--- src/rtl/cpc_pkg.sv ---
package cpc_pkg;
    localparam int WORD_W    = 32;
    localparam int BLK_WORDS = 4;
    localparam int BLK_W     = WORD_W * BLK_WORDS;
    localparam int ADDR_W    = 4;
    localparam int CNT_W     = $clog2(BLK_WORDS + 1);

    localparam logic [ADDR_W-1:0] A_CTRL = 4'd0;
    localparam logic [ADDR_W-1:0] A_STAT = 4'd1;
    localparam logic [ADDR_W-1:0] A_DIN  = 4'd2;
    localparam logic [ADDR_W-1:0] A_DOUT = 4'd3;
    localparam logic [ADDR_W-1:0] A_KEY  = 4'd4;
    localparam logic [ADDR_W-1:0] A_IV   = 4'd8;

    localparam int B_EN     = 0;
    localparam int B_OP     = 1;
    localparam int B_CHAIN  = 3;
    localparam int B_CCFCLR = 5;
    localparam int B_ERRCLR = 6;
    localparam int B_CCIE   = 7;
    localparam int B_ERRIE  = 8;
    localparam int B_DMAIN  = 9;
    localparam int B_DMAOUT = 10;

    typedef enum logic [1:0] {
        OP_ENCRYPT = 2'd0, OP_KEYDERIVE = 2'd1,
        OP_DECRYPT = 2'd2, OP_DERIVE_DECRYPT = 2'd3
    } op_e;

    typedef enum logic [1:0] {
        CH_ECB = 2'd0, CH_CBC = 2'd1, CH_CTR = 2'd2, CH_RSVD = 2'd3
    } chain_e;

    typedef struct packed {
        logic   dma_out_en;
        logic   dma_in_en;
        logic   err_ie;
        logic   cc_ie;
        chain_e chain;
        op_e    op;
        logic   enable;
    } ctrl_t;

    typedef struct packed {
        logic wrerr;
        logic rderr;
        logic ccf;
    } stat_t;

    function automatic ctrl_t ctrl_decode(input logic [WORD_W-1:0] w);
        ctrl_t c;
        c.enable     = w[B_EN];
        c.op         = op_e'(w[B_OP +: 2]);
        c.chain      = chain_e'(w[B_CHAIN +: 2]);
        c.cc_ie      = w[B_CCIE];
        c.err_ie     = w[B_ERRIE];
        c.dma_in_en  = w[B_DMAIN];
        c.dma_out_en = w[B_DMAOUT];
        return c;
    endfunction

    function automatic logic [WORD_W-1:0] ctrl_encode(input ctrl_t c);
        logic [WORD_W-1:0] w;
        w               = '0;
        w[B_EN]         = c.enable;
        w[B_OP +: 2]    = c.op;
        w[B_CHAIN +: 2] = c.chain;
        w[B_CCIE]       = c.cc_ie;
        w[B_ERRIE]      = c.err_ie;
        w[B_DMAIN]      = c.dma_in_en;
        w[B_DMAOUT]     = c.dma_out_en;
        return w;
    endfunction

    function automatic logic [WORD_W-1:0] blk_word(input logic [BLK_W-1:0] b, input int idx);
        return b[BLK_W-1-idx*WORD_W -: WORD_W];
    endfunction
endpackage

--- src/rtl/cpc_cfg_regs.sv ---
module cpc_cfg_regs
    import cpc_pkg::*;
(
    input  logic              clk,
    input  logic              rst,
    input  logic              wr_en,
    input  logic [ADDR_W-1:0] wr_addr,
    input  logic [WORD_W-1:0] wr_data,
    input  logic              ctr_step,
    output ctrl_t             ctrl,
    output logic              ccf_clr,
    output logic              err_clr,
    output logic [BLK_W-1:0]  key,
    output logic [BLK_W-1:0]  iv
);
    logic ctrl_wr;
    assign ctrl_wr = wr_en && (wr_addr == A_CTRL);
    assign ccf_clr = ctrl_wr && wr_data[B_CCFCLR];
    assign err_clr = ctrl_wr && wr_data[B_ERRCLR];

    always_ff @(posedge clk) begin
        if (rst)          ctrl <= '0;
        else if (ctrl_wr) ctrl <= ctrl_decode(wr_data);
    end

    for (genvar g = 0; g < BLK_WORDS; g++) begin : g_word
        localparam logic [ADDR_W-1:0] KA = A_KEY + ADDR_W'(g);
        localparam logic [ADDR_W-1:0] VA = A_IV + ADDR_W'(g);
        logic [WORD_W-1:0] key_q;
        logic [WORD_W-1:0] iv_q;

        always_ff @(posedge clk) begin
            if (rst)                              key_q <= '0;
            else if (wr_en && (wr_addr == KA))    key_q <= wr_data;
        end

        if (g == 0) begin : g_ctr
            // word 0 doubles as the block counter in counter mode
            always_ff @(posedge clk) begin
                if (rst)                           iv_q <= '0;
                else if (wr_en && (wr_addr == VA)) iv_q <= wr_data;
                else if (ctr_step)                 iv_q <= iv_q + 1'b1;
            end
        end else begin : g_plain
            always_ff @(posedge clk) begin
                if (rst)                           iv_q <= '0;
                else if (wr_en && (wr_addr == VA)) iv_q <= wr_data;
            end
        end

        assign key[BLK_W-1-g*WORD_W -: WORD_W] = key_q;
        assign iv[BLK_W-1-g*WORD_W -: WORD_W]  = iv_q;
    end
endmodule

--- src/rtl/cpc_in_gather.sv ---
module cpc_in_gather
    import cpc_pkg::*;
(
    input  logic              clk,
    input  logic              rst,
    input  logic              push,
    input  logic [WORD_W-1:0] data,
    output logic              start,
    output logic [BLK_W-1:0]  block,
    output logic [CNT_W-1:0]  fill
);
    localparam logic [CNT_W-1:0] LAST = CNT_W'(BLK_WORDS - 1);

    always_ff @(posedge clk) begin
        if (rst) begin
            fill  <= '0;
            start <= 1'b0;
            block <= '0;
        end else begin
            start <= 1'b0;
            if (push) begin
                for (int i = 0; i < BLK_WORDS; i++)
                    if (fill == CNT_W'(i))
                        block[BLK_W-1-i*WORD_W -: WORD_W] <= data;
                if (fill == LAST) begin
                    fill  <= '0;
                    start <= 1'b1;
                end else begin
                    fill <= fill + 1'b1;
                end
            end
        end
    end
endmodule

--- src/rtl/cpc_out_serve.sv ---
module cpc_out_serve
    import cpc_pkg::*;
(
    input  logic              clk,
    input  logic              rst,
    input  logic              load,
    input  logic [BLK_W-1:0]  blk_in,
    input  logic              pop,
    output logic [WORD_W-1:0] word,
    output logic [CNT_W-1:0]  remain
);
    logic [BLK_W-1:0] buf_q;

    always_ff @(posedge clk) begin
        if (rst) begin
            buf_q  <= '0;
            remain <= '0;
        end else if (load) begin
            buf_q  <= blk_in;
            remain <= CNT_W'(BLK_WORDS);
        end else if (pop) begin
            buf_q  <= buf_q << WORD_W;
            remain <= remain - 1'b1;
        end
    end

    assign word = buf_q[BLK_W-1 -: WORD_W];
endmodule

--- src/rtl/cipher_port_ctrl.sv ---
module cipher_port_ctrl
    import cpc_pkg::*;
(
    input  logic              clk,
    input  logic              rst,
    input  logic              wr_en,
    input  logic [ADDR_W-1:0] wr_addr,
    input  logic [WORD_W-1:0] wr_data,
    input  logic              rd_en,
    input  logic [ADDR_W-1:0] rd_addr,
    output logic [WORD_W-1:0] rd_data,
    output logic              core_start,
    output logic [BLK_W-1:0]  core_din,
    output logic [BLK_W-1:0]  core_key,
    output logic [BLK_W-1:0]  core_iv,
    output logic [1:0]        core_op,
    output logic [1:0]        core_chain,
    input  logic              core_done,
    input  logic [BLK_W-1:0]  core_dout,
    output logic              irq_done,
    output logic              irq_err,
    output logic              dma_in_req,
    output logic              dma_out_req
);
    ctrl_t             ctrl;
    stat_t             stat;
    logic              ccf_clr, err_clr, busy;
    logic              din_wr, dout_rd, wr_bad, rd_bad, push, pop;
    logic [CNT_W-1:0]  in_fill, out_left;
    logic [WORD_W-1:0] out_word;

    assign din_wr  = wr_en && (wr_addr == A_DIN);
    assign dout_rd = rd_en && (rd_addr == A_DOUT);
    assign wr_bad  = din_wr && (!ctrl.enable || busy || (out_left != '0));
    assign rd_bad  = dout_rd && (out_left == '0);
    assign push    = din_wr && !wr_bad;
    assign pop     = dout_rd && !rd_bad;

    cpc_cfg_regs u_cfg (
        .clk(clk), .rst(rst), .wr_en(wr_en), .wr_addr(wr_addr), .wr_data(wr_data),
        .ctr_step(core_done && (ctrl.chain == CH_CTR)),
        .ctrl(ctrl), .ccf_clr(ccf_clr), .err_clr(err_clr), .key(core_key), .iv(core_iv)
    );

    cpc_in_gather u_in (
        .clk(clk), .rst(rst), .push(push), .data(wr_data),
        .start(core_start), .block(core_din), .fill(in_fill)
    );

    cpc_out_serve u_out (
        .clk(clk), .rst(rst), .load(core_done), .blk_in(core_dout), .pop(pop),
        .word(out_word), .remain(out_left)
    );

    always_ff @(posedge clk) begin
        if (rst) begin
            busy <= 1'b0;
            stat <= '0;
        end else begin
            if (push && (in_fill == CNT_W'(BLK_WORDS - 1))) busy <= 1'b1;
            else if (core_done)                            busy <= 1'b0;
            if (core_done)    stat.ccf <= 1'b1;
            else if (ccf_clr) stat.ccf <= 1'b0;
            if (rd_bad)       stat.rderr <= 1'b1;
            else if (err_clr) stat.rderr <= 1'b0;
            if (wr_bad)       stat.wrerr <= 1'b1;
            else if (err_clr) stat.wrerr <= 1'b0;
        end
    end

    assign core_op    = ctrl.op;
    assign core_chain = ctrl.chain;
    assign irq_done   = ctrl.cc_ie && stat.ccf;
    assign irq_err    = ctrl.err_ie && (stat.rderr || stat.wrerr);
    assign dma_in_req = ctrl.dma_in_en && ctrl.enable && (ctrl.op != OP_KEYDERIVE)
                        && !busy && (out_left == '0);
    assign dma_out_req = ctrl.dma_out_en && (ctrl.op != OP_KEYDERIVE)
                        && stat.ccf && (out_left != '0);

    always_comb begin
        rd_data = '0;
        if (rd_addr == A_CTRL)      rd_data = ctrl_encode(ctrl);
        else if (rd_addr == A_STAT) rd_data = WORD_W'(stat);
        else if (rd_addr == A_DOUT) rd_data = out_word;
        else if (!ctrl.enable && (rd_addr[3:2] == A_KEY[3:2]))
            rd_data = blk_word(core_key, int'(rd_addr[1:0]));
        else if (!ctrl.enable && (rd_addr[3:2] == A_IV[3:2]))
            rd_data = blk_word(core_iv, int'(rd_addr[1:0]));
    end


    start_busy_chk: assert property (@(posedge clk) disable iff (rst)
        core_start |-> busy);

    done_load_chk: assert property (@(posedge clk) disable iff (rst)
        core_done |=> (stat.ccf && out_left == CNT_W'(BLK_WORDS)));

    rderr_set_chk: assert property (@(posedge clk) disable iff (rst)
        (dout_rd && out_left == '0) |=> (stat.rderr && $stable(out_left)));

    wr_hold_chk: assert property (@(posedge clk) disable iff (rst)
        (din_wr && busy) |=> (stat.wrerr && $stable(in_fill)));

    rderr_sticky_chk: assert property (@(posedge clk) disable iff (rst)
        (stat.rderr && !err_clr) |=> stat.rderr);

    kd_nodma_chk: assert property (@(posedge clk) disable iff (rst)
        (ctrl.op == OP_KEYDERIVE) |-> !(dma_in_req || dma_out_req));

    iv_gate_chk: assert property (@(posedge clk) disable iff (rst)
        (ctrl.enable && rd_addr[3:2] == A_IV[3:2]) |-> (rd_data == '0));
endmodule

--- config.mk ---
export PLATFORM = sky130hd
export DESIGN_NAME = cipher_port_ctrl
export DESIGN_NICKNAME = d
export VERILOG_FILES = /design/src/rtl/cpc_pkg.sv /design/src/rtl/cpc_cfg_regs.sv /design/src/rtl/cpc_in_gather.sv /design/src/rtl/cpc_out_serve.sv /design/src/rtl/cipher_port_ctrl.sv
export SDC_FILE = /design/constraint.sdc
export NUM_CORES = 1
export LEC_CHECK = 0
export CAP_MARGIN = 20
export CORE_AREA = 2 2 235 237
export DETAILED_ROUTE_END_ITERATION = 10
export DIE_AREA = 0 0 237 239
export DONT_BUFFER_PORTS = 1
export PLACE_DENSITY = 0.65
export SLEW_MARGIN = 20
export SYNTH_ARGS = -nofsm -noshare
export SYNTH_HDL_FRONTEND = slang
export SYNTH_SLANG_ARGS = --single-unit
export TNS_END_PERCENT = 100
--- constraint.sdc ---
create_clock -name clk -period 3.27 [get_ports clk]
set_input_delay 0.654 -clock clk [delete_from_list [all_inputs] [get_ports clk]]
set_output_delay 0.654 -clock clk [all_outputs]
set_load 0.02 [all_outputs]
# Word-level counts from Yosys, hierarchy flattened
# Index checks and enable logic that the tools add are counted.
# totals
register_bits	532
latch_bits	0
ram_bits	0
mem_bits_ro	0
inputBits	173
out_inout_bits	425
elab_cells	127
n_memories	0
# classes
n_addsub	4
multipliers	0
div_mod_pow	0
order_cmp	0
eq_ne	18
shift	2
muxes	20
n_bitwise	1
reduce_logical	54
# op_table
cell	count
variable part select 159 x 8 -> 32 bit	2
two-way mux 128 bit	2
two-way mux 32 bit	7
adder 32 x 1 -> 32 bit, second input constant	1
logical AND 1 bit	30
equality test 4 x 3 -> 1 bit, second input constant	4
equality test 4 bit, second input constant	4
nonzero test 2 bit	6
two-way mux 3 bit	3
equality test 4 x 2 -> 1 bit, second input constant	2
logical NOT 4 bit	2
two-way mux 1 bit	8
AND reduction 2 bit	4
subtractor 7 x 7 -> 8 bit, first input constant	1
equality test 3 x 2 -> 1 bit, second input constant	2
logical NOT 3 bit	2
equality test 2 bit, second input constant	2
equality test 4 x 1 -> 1 bit, second input constant	1
logical NOT 1 bit	4
OR reduction 2 bit	2
adder 3 x 1 -> 3 bit, second input constant	1
equality test 3 x 1 -> 1 bit, second input constant	1
logical OR 1 bit	3
nonzero test 3 bit	1
4 further kinds	4

# Longest topological paths before layout
# logic_depth
depth_word	8
mapped_depth	10
depth_no_buf	8

# Modules after synthesis
# From an unflattened synthesis, not the netlist that was laid out.
# unflattened
hier_cells	2777
area_unflattened_um2	23461.3
# by_module_without_submodules
module	n_inst	cells_per_inst	area_each_um2	seq_area_each_um2
cpc_cfg_regs	1	1268	9932.0	5305.1
cpc_out_serve	1	616	6169.7	2622.5
cpc_in_gather	1	584	4742.0	2642.5
cipher_port_ctrl	1	309	2617.5	80.1

# Worst setup path before layout
# No wires, ideal clock.
# synth_path
path_type	in2out
start	in rd_addr[0]
end	out rd_data[10]
arrival_ns	2.258
required_ns	2.616
path_slack_ns	0.358
path_stages	5
path_buffers	2
path_cell_list	clkbuf_1 buf_2 mux4_2 a22oi_1 o21ai_0
# synth_between
elab_chain_len	7
elab_cells_between_ends	11
cone_classes	add/sub: 1; eq/ne: 2; shift: 2; mux: 5; reduce/logical: 1
# synth_rtl
item	line_no	source
start: declaration	cipher_port_ctrl.sv:10	input logic [ADDR_W-1:0] rd_addr,
subtractor 7 x 7 -> 8 bit	cpc_pkg.sv:76	return b[BLK_W-1-idx*WORD_W -: WORD_W];
variable part select 159 x 8 -> 32 bit	cpc_pkg.sv:76	
two-way mux 32 bit	cipher_port_ctrl.sv:87	else if (!ctrl.enable && (rd_addr[3:2] == A_IV[3:2]))
two-way mux 32 bit	cipher_port_ctrl.sv:85	else if (!ctrl.enable && (rd_addr[3:2] == A_KEY[3:2]))
two-way mux 32 bit	cipher_port_ctrl.sv:84	else if (rd_addr == A_DOUT) rd_data = out_word;
two-way mux 32 bit	cipher_port_ctrl.sv:83	else if (rd_addr == A_STAT) rd_data = WORD_W'(stat);
two-way mux 32 bit (*)	cipher_port_ctrl.sv:82	if (rd_addr == A_CTRL) rd_data = ctrl_encode(ctrl);
end: declaration	cipher_port_ctrl.sv:11	output logic [WORD_W-1:0] rd_data,
# Mark *: on every way between the ends. The rest lies on a longest branch, timed or not.

# Final worst setup path
# layout_path
start	reg u_cfg.g_word[3].key_q[27]
end	out rd_data[27]
# layout_between
elab_chain_len	5
# layout_rtl
item	line_no	source
start: declaration	cpc_cfg_regs.sv:29	logic [WORD_W-1:0] key_q;
start signal: assignment	cpc_cfg_regs.sv:34	else if (wr_en && (wr_addr == KA)) key_q <= wr_data;
variable part select 159 x 8 -> 32 bit	cpc_pkg.sv:76	
two-way mux 32 bit	cipher_port_ctrl.sv:85	
two-way mux 32 bit	cipher_port_ctrl.sv:84	
two-way mux 32 bit	cipher_port_ctrl.sv:83	
two-way mux 32 bit	cipher_port_ctrl.sv:82	
# No other way between the ends.

==> metrics.md <==
| Metric | Value |
|---|---|
| Largest net degree at the start of global routing | `531` |
| Largest stage delay, worst path | `0.60 ns` |
| Final WS setup | `-0.0437 ns` |
| Crit path launch type | `register` |
| Avg Inst Size Synth | `between 8 and 9 µm²` |
| Worst Hold Endpoint | `u_cfg.g_word[1].key_q[1]` |
| Setup TNS | `-0.0437 ns` |
| Synth async-reset ratio | `0%` |
| Max Cap Viol | `0` |
| Post-Syn Nets | `2858` |
| RR Endpoint | `u_in.block[51]` |
| DR vias | `19637` |
| Filler Cell Count | `5119` |
| Hold Crit Depth | `1` |
| CTS tree | `built` |
| Setup bufs post-CTS | `0` |
| CTS Buffer Depth | `3` |
| Tot Pwr | `about 0.014 W` |
| Worst slew pin tran | `2.11 ns` |
| Crit share post-route | `101%` |
| Port Buf Inserts | `0` |
| Max-slew headroom | `-40.5%` |
| Worst path cell trace | `mux4_2 > a22oi_1 > a21oi_1 > buf_4` |
| Top post-synthesis cells by area | `dfxtp_1, nand2_1, a21oi_1, mux4_2, mux2i_1` |
| RSZ-0062 raised after global routing | `false` |
| Critical hold path startpoint | `rst` |
| CTS-repair resized insts | `1` |
| Clk Latency, worst-skew pair | `~0.64 ns` |
| Register area | `around 11000 µm²` |
| Post-route ant nets | `0` |
| WP data required | `~2.6 ns` |
| Critical path's slowest cell | `a22oi_1` |
| Min Tclk post-route | `between 3 and 4 ns` |
| Reg-to-reg startpoint | `u_out.remain[0]` |
| Pre-Repair DR Iteration Count | `5` |
| Yosys reg bits | `approximately 530` |
| Routability cong. | `a little over 0.9` |
| Yosys cell types | `between 40 and 50` |
| Post-synth EDFFs | `0` |
| Initial Utilization | `41.2%` |
| Sequential-to-total area share from yosys stat | `approximately 48%` |
| Syn. warnings | `0` |
| Post-DR wirelength/cell | `around 26 µm` |
| Die extent in y | `239 µm` |
| Residual DRC count | `0` |
| Maximum VDD drop | `roughly 0.00043 V` |
| Detailed router's first-iteration violation count | `approximately 1500` |
| Final Skew | `approximately 0.022 ns` |
| CTS Buf Count | `between 50 and 60` |
| Commonest non-fill, non-tap cells in the layout | `nand2_1, dfxtp_1, a21oi_1` |
| Power per cell area | `about 570 nW/µm²` |
| First-pass GRT wire length | `122000 µm` |
| Synthesis-to-layout area growth | `12.0%` |
| Global route overflow | `0` |
| I/O pins | `around 600` |
| Post-DP HPWL | `between 50000 and 60000 µm` |
| Hold_buf cts | `0` |
| Post-synth top area share | `between 40 and 50%` |
| Die W | `between 200 and 250 µm` |
| Failing checks | `max-slew violations, negative setup slack` |
| Reg2Reg Depth | `9` |
| F_max | `between 300 and 400 MHz` |
| Worst Path Arrival | `roughly 2.7 ns` |
| Routed WL | `~85000 µm` |
| Final hold viol count | `0` |
| Dpl ws | `0.416 ns` |
| Core area | `54300 µm²` |
| Final setup violating endpoints | `1` |
| Fraction of layout cells with a size suffix above 1 | `10.2%` |
| Total GRT Usage | `28.6%` |
| NumNets Final | `about 2700` |
| Ys flop type | `dfxtp_1` |
| Die area | `~57000 µm²` |
| Outcome | `finished with violations` |
| Final core occ | `approximately 46%` |
| Mapped Area | `between 20000 and 25000 µm²` |
| CP max FO | `3` |
| P_leak | `~8.1 nW` |
| Multi-input logic area | `10800 µm²` |
| Routed vias/inst | `just under 6` |
| H-Tree Depth | `2` |
| CP Capture Type | `output port` |
| Vias in the first global route | `18338` |
| Most common cell after layout, fill and taps aside | `nand2_1` |
| Initial antenna violation count | `2` |
| Setup CP Type | `reg2out` |
| HP Class | `in2reg` |
| Synthesized instance count | `roughly 2700` |
| Worst-path clk slew | `0.06 ns` |
| R2r setup slk | `roughly 0.62 ns` |
| Max-slew violation count | `approximately 240` |
| Row cnt | `between 80 and 90` |
| Root Buffer | `clkbuf_16` |
| Clock Sinks | `approximately 530` |
| Synth area leader | `dfxtp_1` |
[where the power goes]
group	leakage, nW	internal, W	switching [W]
registers	4.32	0.00663	0.000180
clock network	0.982	0.00402	0.00286
logic	2.78	0.000251	0.000311
total	8.08	0.0109	0.00335
[synth_stat cells, types with 11 or more instances]
| master | instances |
|---|---|
| a211oi_1 | 121 |
| a21oi_1 | 430 |
| a22oi_1 | 33 |
| buf_2 | 32 |
| clkbuf_1 | 211 |
| dfxtp_1 | 532 |
| mux2i_1 | 96 |
| mux4_2 | 64 |
| nand2_1 | 756 |
| nor2_1 | 180 |
| nor3_1 | 11 |
| nor3b_1 | 37 |
| o21ai_0 | 40 |
| xnor2_1 | 12 |
| xor2_1 | 19 |
[per-stage QoR]
step,cell area [µm²],cells,hold WS [ns]
floorplan,22400,2678,0.431
global placement,23100,3205,0.439
detailed placement,23100,3205,0.465
CTS,25100,3310,0.0902
global route,25100,3310,0.0896
finish,25100,3311,0.134
[cell families (layout without fill, tap and decap cells)]
family	Yosys count	in the layout	share of synthesized area, %
buffers and inverters	264	192	4.75
other	0	1	0
adders and majority gates	7	7	0.391
muxes	160	160	10.7
and+or+nand+nor	1049	1049	19.3
xor gates and xnor gates	31	31	1.21
AOI/OAI and AO/OA	635	635	16.0
DFF	532	532	47.6
[sequential cells by signal, indices dropped and copies added (netlist names)]
signal	cells
u_out.remain	3
stat	3
u_in.block	128
u_cfg.g_word.iv_q	128
u_cfg.g_word.key_q	128
u_out.buf_q	128
u_in.fill	3
u_in.start	1
u_cfg.ctrl	9
busy	1
[layer usage]
| metal | track usage, % | vias to the layer above | wire length [µm] |
|---|---|---|---|
| met2 | 45.8 | 1070 | 39000 |
| met3 | 11.8 | 164 | 11100 |
| met1 | 35.2 | 9507 | 32600 |
| met4 | 8.88 | 2 | 2320 |
| li1 | - | 8894 | - |
| met5 | 0 | - | 13 |
[layout make-up]
type | count | share of cell area [%]
tap | 704 | 3.51
inverter | 8 | 0.140
sequential | 532 | 42.4
timing repair buffer | 79 | 3.01
multi-input combinational | 1882 | 42.9
antenna | 1 | 0.00997
clock buffer | 79 | 6.57
clock inverter | 26 | 1.44
[worst max-delay path by stage]
stage	slack [ns]	end	from
floorplan	0.36	rd_data[10]	rd_addr[0]
global placement	0.41	rd_data[28]	rd_addr[0]
detailed placement	0.42	rd_data[28]	rd_addr[0]
CTS	0.09	rd_data[27]	u_cfg.g_word[3].key_q[27]
global route	0.05	rd_data[27]	u_cfg.g_word[3].key_q[27]
finish	-0.04	rd_data[27]	u_cfg.g_word[3].key_q[27]
[critical path: cells and delay by family, from the launching register on]
family / cells / cell delay [ns]
compound gates: 2 / 0.87
buf+inv: 1 / 0.22
flops: 1 / 0.43
mux: 1 / 0.52
Note: power is estimated with default switching activity, not from simulation.
